<file path="src/rtl/spt_pkg.sv">
// Shared types and helpers for the shared-prescaler timer.
// Assumes the mode word bit order: source, edge, owner, divide code.
package spt_pkg;

    localparam int PSC_W  = 8;
    localparam int RATE_W = 3;

    typedef struct packed {
        logic              src_ext;     // 1: count external pin edges
        logic              fall_edge;   // 1: high-to-low edges count
        logic              psc_to_wdt;  // 1: prescaler serves watchdog
        logic [RATE_W-1:0] rate;        // divide code
    } spt_cfg_t;

    localparam int CFG_W = $bits(spt_cfg_t);

    // Low-bit mask of the free-running prescaler count that must be all
    // ones for a divided event; the span is one octave larger for the timer.
    function automatic logic [PSC_W-1:0] tap_mask(input logic to_wdt,
                                                  input logic [RATE_W-1:0] rate);
        int unsigned span;
        span = to_wdt ? (32'd1 << rate) : (32'd2 << rate);
        return PSC_W'(span - 32'd1);
    endfunction

endpackage

</file>
<file path="src/rtl/spt_clk_src.sv">
// Count-source selector: picks the cycle enable or a detected pin edge.
// Assumes ext_pin is already synchronized to clk; gives one event per clock at most.
module spt_clk_src (
    input  logic clk,
    input  logic rst_n,
    input  logic cyc_en,
    input  logic ext_pin,
    input  logic src_ext,
    input  logic fall_edge,
    output logic src_evt
);

    logic pin_q;
    logic edge_hit;

    // Remember last sampled pin level (reset loads the live level: no false edge).
    always_ff @(posedge clk) begin
        if (!rst_n) pin_q <= ext_pin;
        else        pin_q <= ext_pin;
    end

    // Edge compare and source selection.
    always_comb begin
        edge_hit = fall_edge ? (pin_q & ~ext_pin) : (~pin_q & ext_pin);
        src_evt  = src_ext ? edge_hit : cyc_en;
    end

    AST_EDGE_LEVEL: assert property (@(posedge clk) disable iff (!rst_n)
        (src_ext && src_evt) |-> (ext_pin == !fall_edge));

endmodule

</file>
<file path="src/rtl/spt_prescaler.sv">
// Shared prescaler: a free-running count whose low bits are tapped by mask.
// Routes the divided event to the owner and passes the other input straight.
module spt_prescaler
    import spt_pkg::*;
(
    input  logic              clk,
    input  logic              rst_n,
    input  logic              to_wdt,
    input  logic [RATE_W-1:0] rate,
    input  logic              tmr_src,
    input  logic              wdt_tick,
    input  logic              tmr_wr,
    input  logic              wdt_clear,
    output logic              tmr_evt,
    output logic              wdt_evt
);

    logic [PSC_W-1:0] cnt_q;
    logic [PSC_W-1:0] mask;
    logic             psc_in;
    logic             psc_out;
    logic             psc_clr;

    // Pick the owner's input, compute tap and restart condition.
    always_comb begin
        psc_in  = to_wdt ? wdt_tick : tmr_src;
        mask    = tap_mask(to_wdt, rate);
        psc_out = psc_in && ((cnt_q & mask) == mask);
        psc_clr = to_wdt ? wdt_clear : tmr_wr;
        tmr_evt = to_wdt ? tmr_src : psc_out;
        wdt_evt = to_wdt ? psc_out : wdt_tick;
    end

    // Prescaler count: restart beats advance.
    always_ff @(posedge clk) begin
        if (!rst_n)       cnt_q <= '0;
        else if (psc_clr) cnt_q <= '0;
        else if (psc_in)  cnt_q <= cnt_q + 1'b1;
    end

    AST_PSC_WR_RESTART: assert property (@(posedge clk) disable iff (!rst_n)
        (!to_wdt && tmr_wr) |=> (cnt_q == '0));
    AST_PSC_WDT_RESTART: assert property (@(posedge clk) disable iff (!rst_n)
        (to_wdt && wdt_clear) |=> (cnt_q == '0));
    AST_TMR_NEEDS_SRC: assert property (@(posedge clk) disable iff (!rst_n)
        (!to_wdt && tmr_evt) |-> tmr_src);

endmodule

</file>
<file path="src/rtl/spt_timer_core.sv">
// Timer register with load port and sticky rollover flag.
// Assumes inc is a one-clock event; load has priority over increment.
module spt_timer_core #(
    parameter int TMR_W = 8
) (
    input  logic             clk,
    input  logic             rst_n,
    input  logic             inc,
    input  logic             wr_en,
    input  logic [TMR_W-1:0] wr_data,
    input  logic             ovf_clr,
    output logic [TMR_W-1:0] tmr_q,
    output logic             ovf_q
);

    localparam logic [TMR_W-1:0] TOP = '1;

    logic roll;

    // Rollover only on a real increment from all ones.
    always_comb roll = inc && !wr_en && (tmr_q == TOP);

    // Timer value: load, else step.
    always_ff @(posedge clk) begin
        if (!rst_n)     tmr_q <= '0;
        else if (wr_en) tmr_q <= wr_data;
        else if (inc)   tmr_q <= tmr_q + 1'b1;
    end

    // Sticky flag: set beats clear.
    always_ff @(posedge clk) begin
        if (!rst_n) ovf_q <= 1'b0;
        else        ovf_q <= roll | (ovf_q & ~ovf_clr);
    end

    AST_WRITE_LOAD: assert property (@(posedge clk) disable iff (!rst_n)
        wr_en |=> (tmr_q == $past(wr_data)));
    AST_ONE_STEP: assert property (@(posedge clk) disable iff (!rst_n)
        !wr_en |=> (tmr_q == $past(tmr_q) || tmr_q == $past(tmr_q) + 1'b1));
    AST_OVF_HOLD: assert property (@(posedge clk) disable iff (!rst_n)
        (ovf_q && !ovf_clr) |=> ovf_q);

endmodule

</file>
<file path="src/rtl/spt_watchdog.sv">
// Watchdog counter: wraps on events and emits a one-cycle timeout pulse.
// Assumes evt is a one-clock event; clear beats wrap.
module spt_watchdog #(
    parameter int WDT_W = 8
) (
    input  logic clk,
    input  logic rst_n,
    input  logic evt,
    input  logic clear,
    output logic timeout
);

    localparam logic [WDT_W-1:0] TOP = '1;

    logic [WDT_W-1:0] cnt_q;

    // Watchdog count.
    always_ff @(posedge clk) begin
        if (!rst_n)     cnt_q <= '0;
        else if (clear) cnt_q <= '0;
        else if (evt)   cnt_q <= cnt_q + 1'b1;
    end

    // Timeout pulse on wrap.
    always_ff @(posedge clk) begin
        if (!rst_n) timeout <= 1'b0;
        else        timeout <= evt && !clear && (cnt_q == TOP);
    end

    AST_WDT_CLEARED: assert property (@(posedge clk) disable iff (!rst_n)
        clear |=> (cnt_q == '0 && !timeout));
    AST_TO_SINGLE: assert property (@(posedge clk) disable iff (!rst_n)
        timeout |=> !timeout);

endmodule

</file>
<file path="src/rtl/shared_presc_timer.sv">
// Top: timer/counter and watchdog sharing one assignable prescaler.
// Assumes all inputs are synchronous to clk; reset is synchronous, active low.
module shared_presc_timer
    import spt_pkg::*;
#(
    parameter int TMR_W = 8,
    parameter int WDT_W = 8
) (
    input  logic             clk,
    input  logic             rst_n,
    input  logic             cyc_en,
    input  logic             ext_pin,
    input  logic             wdt_tick,
    input  logic             wdt_clear,
    input  logic [CFG_W-1:0] mode_cfg,
    input  logic             tmr_wr_en,
    input  logic [TMR_W-1:0] tmr_wr_data,
    input  logic             ovf_clr,
    output logic [TMR_W-1:0] tmr_value,
    output logic             ovf_flag,
    output logic             wdt_timeout
);

    spt_cfg_t cfg;
    logic     src_evt;
    logic     tmr_evt;
    logic     wdt_evt;

    // Decode the mode word.
    always_comb cfg = spt_cfg_t'(mode_cfg);

    spt_clk_src i_src (
        .clk       (clk),
        .rst_n     (rst_n),
        .cyc_en    (cyc_en),
        .ext_pin   (ext_pin),
        .src_ext   (cfg.src_ext),
        .fall_edge (cfg.fall_edge),
        .src_evt   (src_evt)
    );

    spt_prescaler i_psc (
        .clk       (clk),
        .rst_n     (rst_n),
        .to_wdt    (cfg.psc_to_wdt),
        .rate      (cfg.rate),
        .tmr_src   (src_evt),
        .wdt_tick  (wdt_tick),
        .tmr_wr    (tmr_wr_en),
        .wdt_clear (wdt_clear),
        .tmr_evt   (tmr_evt),
        .wdt_evt   (wdt_evt)
    );

    spt_timer_core #(.TMR_W(TMR_W)) i_tmr (
        .clk     (clk),
        .rst_n   (rst_n),
        .inc     (tmr_evt),
        .wr_en   (tmr_wr_en),
        .wr_data (tmr_wr_data),
        .ovf_clr (ovf_clr),
        .tmr_q   (tmr_value),
        .ovf_q   (ovf_flag)
    );

    spt_watchdog #(.WDT_W(WDT_W)) i_wdt (
        .clk     (clk),
        .rst_n   (rst_n),
        .evt     (wdt_evt),
        .clear   (wdt_clear),
        .timeout (wdt_timeout)
    );

    AST_ROLL_FLAG: assert property (@(posedge clk) disable iff (!rst_n)
        (tmr_value == '1 && !tmr_wr_en) |=> (tmr_value == '1 || ovf_flag));
    AST_UNOWNED_DIRECT: assert property (@(posedge clk) disable iff (!rst_n)
        (mode_cfg[3] && !mode_cfg[5] && cyc_en && !tmr_wr_en)
        |=> (tmr_value == $past(tmr_value) + 1'b1));

endmodule

</file>
<file path="config.mk">
export PLATFORM = sky130hd
export DESIGN_NAME = shared_presc_timer
export DESIGN_NICKNAME = d
export VERILOG_FILES = /design/src/rtl/spt_pkg.sv /design/src/rtl/spt_clk_src.sv /design/src/rtl/spt_prescaler.sv /design/src/rtl/spt_timer_core.sv /design/src/rtl/spt_watchdog.sv /design/src/rtl/shared_presc_timer.sv
export SDC_FILE = /design/constraint.sdc
export NUM_CORES = 1
export LEC_CHECK = 0
export BUFFER_PORTS_ARGS = -buffer_cell sky130_fd_sc_hd__buf_2
export CAP_MARGIN = 15
export CORE_AREA = 5 5 63 65
export DETAILED_ROUTE_END_ITERATION = 8
export DIE_AREA = 0 0 68 70
export HOLD_SLACK_MARGIN = 0.06
export MAX_ROUTING_LAYER = met4
export PLACE_DENSITY_LB_ADDON = 0.1
export SLEW_MARGIN = 10
export SYNTH_ARGS = -nofsm -noshare
export SYNTH_HDL_FRONTEND = slang
export SYNTH_SLANG_ARGS = --single-unit
export TNS_END_PERCENT = 20
</file>
<file path="constraint.sdc">
create_clock -name clk -period 3.9 [get_ports clk]
set_input_delay 0.585 -clock clk [delete_from_list [all_inputs] [get_ports clk]]
set_output_delay 0.585 -clock clk [all_outputs]
set_load 0.02 [all_outputs]
</file>
==> run_results.csv <==
group,metric,value,unit
placement,dpl-instance-area,0.00190,mm^2
drt,drt-total-wl,3.92,mm
floorplan,start_util,0.527,
min_path,min_path_type,"input pin to register",
floorplan,coreArea,0.00328,mm^2
critical_path,path_cells,"buf_2 -> ha_1 -> nand2_1 -> ha_1 -> or3b_1 -> a32oi_1 -> a2111o_1 -> a41oi_1 -> or4_1 -> mux2i_1",
grt,grt_usage,0.173,
power_and_ir_drop,swShare,0.295,
job,max_cap_viol_count,0,
min_path,worstHoldPathCells,1,
critical_path,cp-start-kind,"input pin",
clocking,cts_buffers,3,
clocking,post-cts-setup-buffer-count,0,
power_and_ir_drop,cellLeakagePower,0.774,nW
placement,hpwl,3.02,mm
synthesis,syn_inst,212,
timing,period_minus_slack,3270,ps
timing,hold_viol_final,0,
power_and_ir_drop,power,521,uW
synthesis,synth_cell_type_count,55,
grt,grt_pass1_vias,1527,
floorplan,io_pins,32,
clocking,ctsHtreeMaxLevel,1,
cells_and_area,design_area,0.00193,mm^2
power_and_ir_drop,pwr-share-clk,0.229,
clocking,clock_sinks,27,
critical_path,cp-end-kind,"register",
critical_path,cp_top_family,"simple AND/OR/NAND/NOR gates",
critical_path,worstPathRequired,4130,ps
critical_path,cp_common_cell,"ha_1",
placement,place.gp.congestion,0.899,
timing,fin_skew,1.93,ps
clocking,cts.clk_slew.worst_paths,140,ps
timing,drv_slew,0,
floorplan,die_x,68,um
clocking,cts_resized,0,
power_and_ir_drop,power.density,270,mW/mm^2
clocking,cts_tree,"built",
drt,via_per_inst,5.83,
critical_path,worst_ep_arrival_time,3500,ps
power_and_ir_drop,internal-power,367,uW
cells_and_area,layout.nets,268,
drt,drc,0,
critical_path,crit_fanout,11,
drt,detail-route-antenna-nets,0,
timing,timing.fmax,306,MHz
cells_and_area,syn_to_final_growth,11.4,%
cells_and_area,drive_gt1_frac,0.176,
timing,period_share,0.839,
drt,drt_iter0_markers,146,
grt,antenna_found_initial,0,
floorplan,die-area,0.00476,mm^2
grt,grt_overflow,0,
synthesis,synth_nets,240,
cells_and_area,final.fill_count,323,
timing,setup_violations,0,
floorplan,die_h,70,um
grt,grt_pass1_wl,6.54,mm
synthesis,ys_ff_latch,27,
synthesis,synth_seq_area_share,0.312,
synthesis,synth_async_sr_flop_share,0,
synthesis,synth.cell_area,0.00173,mm^2
clocking,hold_buffers,0,
critical_path,timing.rr.start,"i_psc.cnt_q[6]$_SDFFE_PP0P_",
timing,rsz0062_at_grt,"no",
drt,firstDrtPassIters,6,
critical_path,rr_worst_depth,5,
cells_and_area,utilization,0.587,
power_and_ir_drop,power_frac_comb,0.212,
synthesis,avgSynthCellArea,8.17,um^2
timing,worst_slew_pin_slew,791,ps
critical_path,critPathKind,"input pin to register",
synthesis,synth-edff-count,0,
grt,grt_max_degree,17,
critical_path,slowest_delay,640,ps
clocking,clock_latency,320,ps
critical_path,crit_start,"mode_cfg[3]",
clocking,cts_buffer_depth,2,
status,outcome,"finished clean",
power_and_ir_drop,ir_worst_vdd,125,uV
cells_and_area,diodes,0,
placement,port_buffers,31,
timing,setup_tns,0,ps
power_and_ir_drop,sequentialPowerShare,0.560,
power_and_ir_drop,p_switching,154,uW
clocking,clockRootBuffer,"clkbuf_4",
synthesis,synthFlopType,"dfxtp_1",
critical_path,crit_buf_inv,1,
drt,vias,1661,
timing,slew_headroom,0.466,
critical_path,cp_slowest_cell,"or4_1",
synthesis,ys_warn_count,0,
drt,wire_per_inst,13.7,um
critical_path,cp.depth,10,
floorplan,rows,21,
min_path,worstHoldStart,"ext_pin",
-- synthesized netlist by cell type, types with 2 or more instances --
| cell type | instances | share of area |
|---|---|---|
| nor3_1 | 4 | 0.012 |
| nand3_1 | 12 | 0.035 |
| xor2_1 | 5 | 0.025 |
| ha_1 | 6 | 0.043 |
| a21oi_1 | 7 | 0.020 |
| a31oi_1 | 4 | 0.014 |
| a21o_1 | 3 | 0.013 |
| nand4_1 | 9 | 0.033 |
| dfxtp_1 | 27 | 0.31 |
| o31ai_1 | 3 | 0.013 |
| a41o_1 | 3 | 0.017 |
| clkbuf_1 | 4 | 0.0087 |
| nand2_1 | 17 | 0.037 |
| inv_1 | 9 | 0.020 |
| mux2i_1 | 4 | 0.023 |
| o311a_1 | 2 | 0.012 |
| nor2b_1 | 3 | 0.011 |
| nor3b_1 | 4 | 0.017 |
| a21boi_0 | 2 | 0.0087 |
| buf_2 | 3 | 0.0087 |
| nor2_1 | 17 | 0.037 |
| o21ai_0 | 12 | 0.035 |
| o22ai_1 | 2 | 0.0072 |
| a2111oi_0 | 2 | 0.010 |
| and3_1 | 5 | 0.018 |
| or3_1 | 3 | 0.011 |
| xnor2_1 | 3 | 0.015 |
| nand2b_1 | 5 | 0.018 |
| or4_1 | 6 | 0.026 |
-- worst reg2reg max path, stage by stage, from the launching register on --
cell	delay, ps
dfxtp_1	420
a2111oi_0	110
nor4_2	470
a41oi_1	450
or4_1	640
mux2i_1	130
-- metrics by stage --
stage                     cells  hold slack, ps  setup slack, ps
after floorplan             212             436              839
after global placement      281             460              448
after detailed placement    281             464              334
after CTS                   285             363              687
after global routing        285             354              523
final                       285             377              629
-- power groups by stage --
stage	Combinational, mW	Sequential, mW	Clock [mW]
6_report	0.110	0.292	0.119
4_1_cts	0.111	0.292	0.126
5_1_grt	0.122	0.293	0.138
2_1_floorplan	0.0727	0.303	0
3_3_place_gp	0.107	0.297	0
3_5_place_dp	0.110	0.298	0
-- cell type report --
| type | instances | area (um^2) | share of cell area |
|---|---|---|---|
| multi-input combinational | 167 | 1110 | 0.575 |
| sequential | 27 | 541 | 0.280 |
| timing repair buffer | 32 | 163 | 0.0843 |
| tap | 46 | 57.6 | 0.0298 |
| inverter | 9 | 33.8 | 0.0175 |
| clock buffer | 4 | 26.3 | 0.0136 |
-- logic make-up after synthesis --
group	Yosys count	share of synthesized area
buffers and inverters	18	0.0477
DFF	27	0.312
adders and majority gates	6	0.0434
AOI/OAI and AO/OA	52	0.219
and+or+nand+nor	96	0.308
xor gates and xnor gates	8	0.0405
muxes	5	0.0296
-- registers in the layout (all words and copies together), names as in the netlist --
| register | count |
|---|---|
| i_psc.cnt_q | 8 |
| i_tmr.tmr_q | 8 |
| i_wdt.cnt_q | 8 |
| i_src.pin_q | 1 |
| i_tmr.ovf_q | 1 |
| i_wdt.timeout | 1 |
-- layout by cell type, fill, tap and decap left out, types with 2 or more instances in the layout --
cell type,instances
and3_1,5
or4_1,6
a41o_1,3
nand2b_1,5
nand4_1,9
a31oi_1,4
nor3_1,4
ha_1,6
o311a_1,2
o21ai_0,12
nand3_1,12
a21boi_0,2
o31ai_1,3
inv_1,9
buf_2,31
o22ai_1,2
nand2_1,17
dfxtp_1,27
nor3b_1,4
or3_1,3
xor2_1,5
a21o_1,3
mux2i_1,4
clkbuf_4,3
nor2b_1,3
nor2_1,17
a21oi_1,7
a2111oi_0,2
xnor2_1,3
-- worst paths after layout --
path	end	slack (ps)
max	i_wdt.cnt_q[5]$_SDFFE_PP0P_	630
min	i_src.pin_q$_DFF_P_	380
max reg2reg	i_wdt.cnt_q[5]$_SDFFE_PP0P_	1590
min reg2reg	i_tmr.ovf_q$_SDFF_PN0_	470
-- per-layer routing --
layer  up-vias  wire length (um)  share of wire  GRT usage
li1        862                 -              -          -
met1       759              1900           0.48      0.221
met2        36              1850           0.47      0.278
met3         4               144          0.037     0.0272
met4         0                26         0.0066     0.0486
met5         -                 0              0          -
Note: power is estimated with default switching activity, not from simulation.
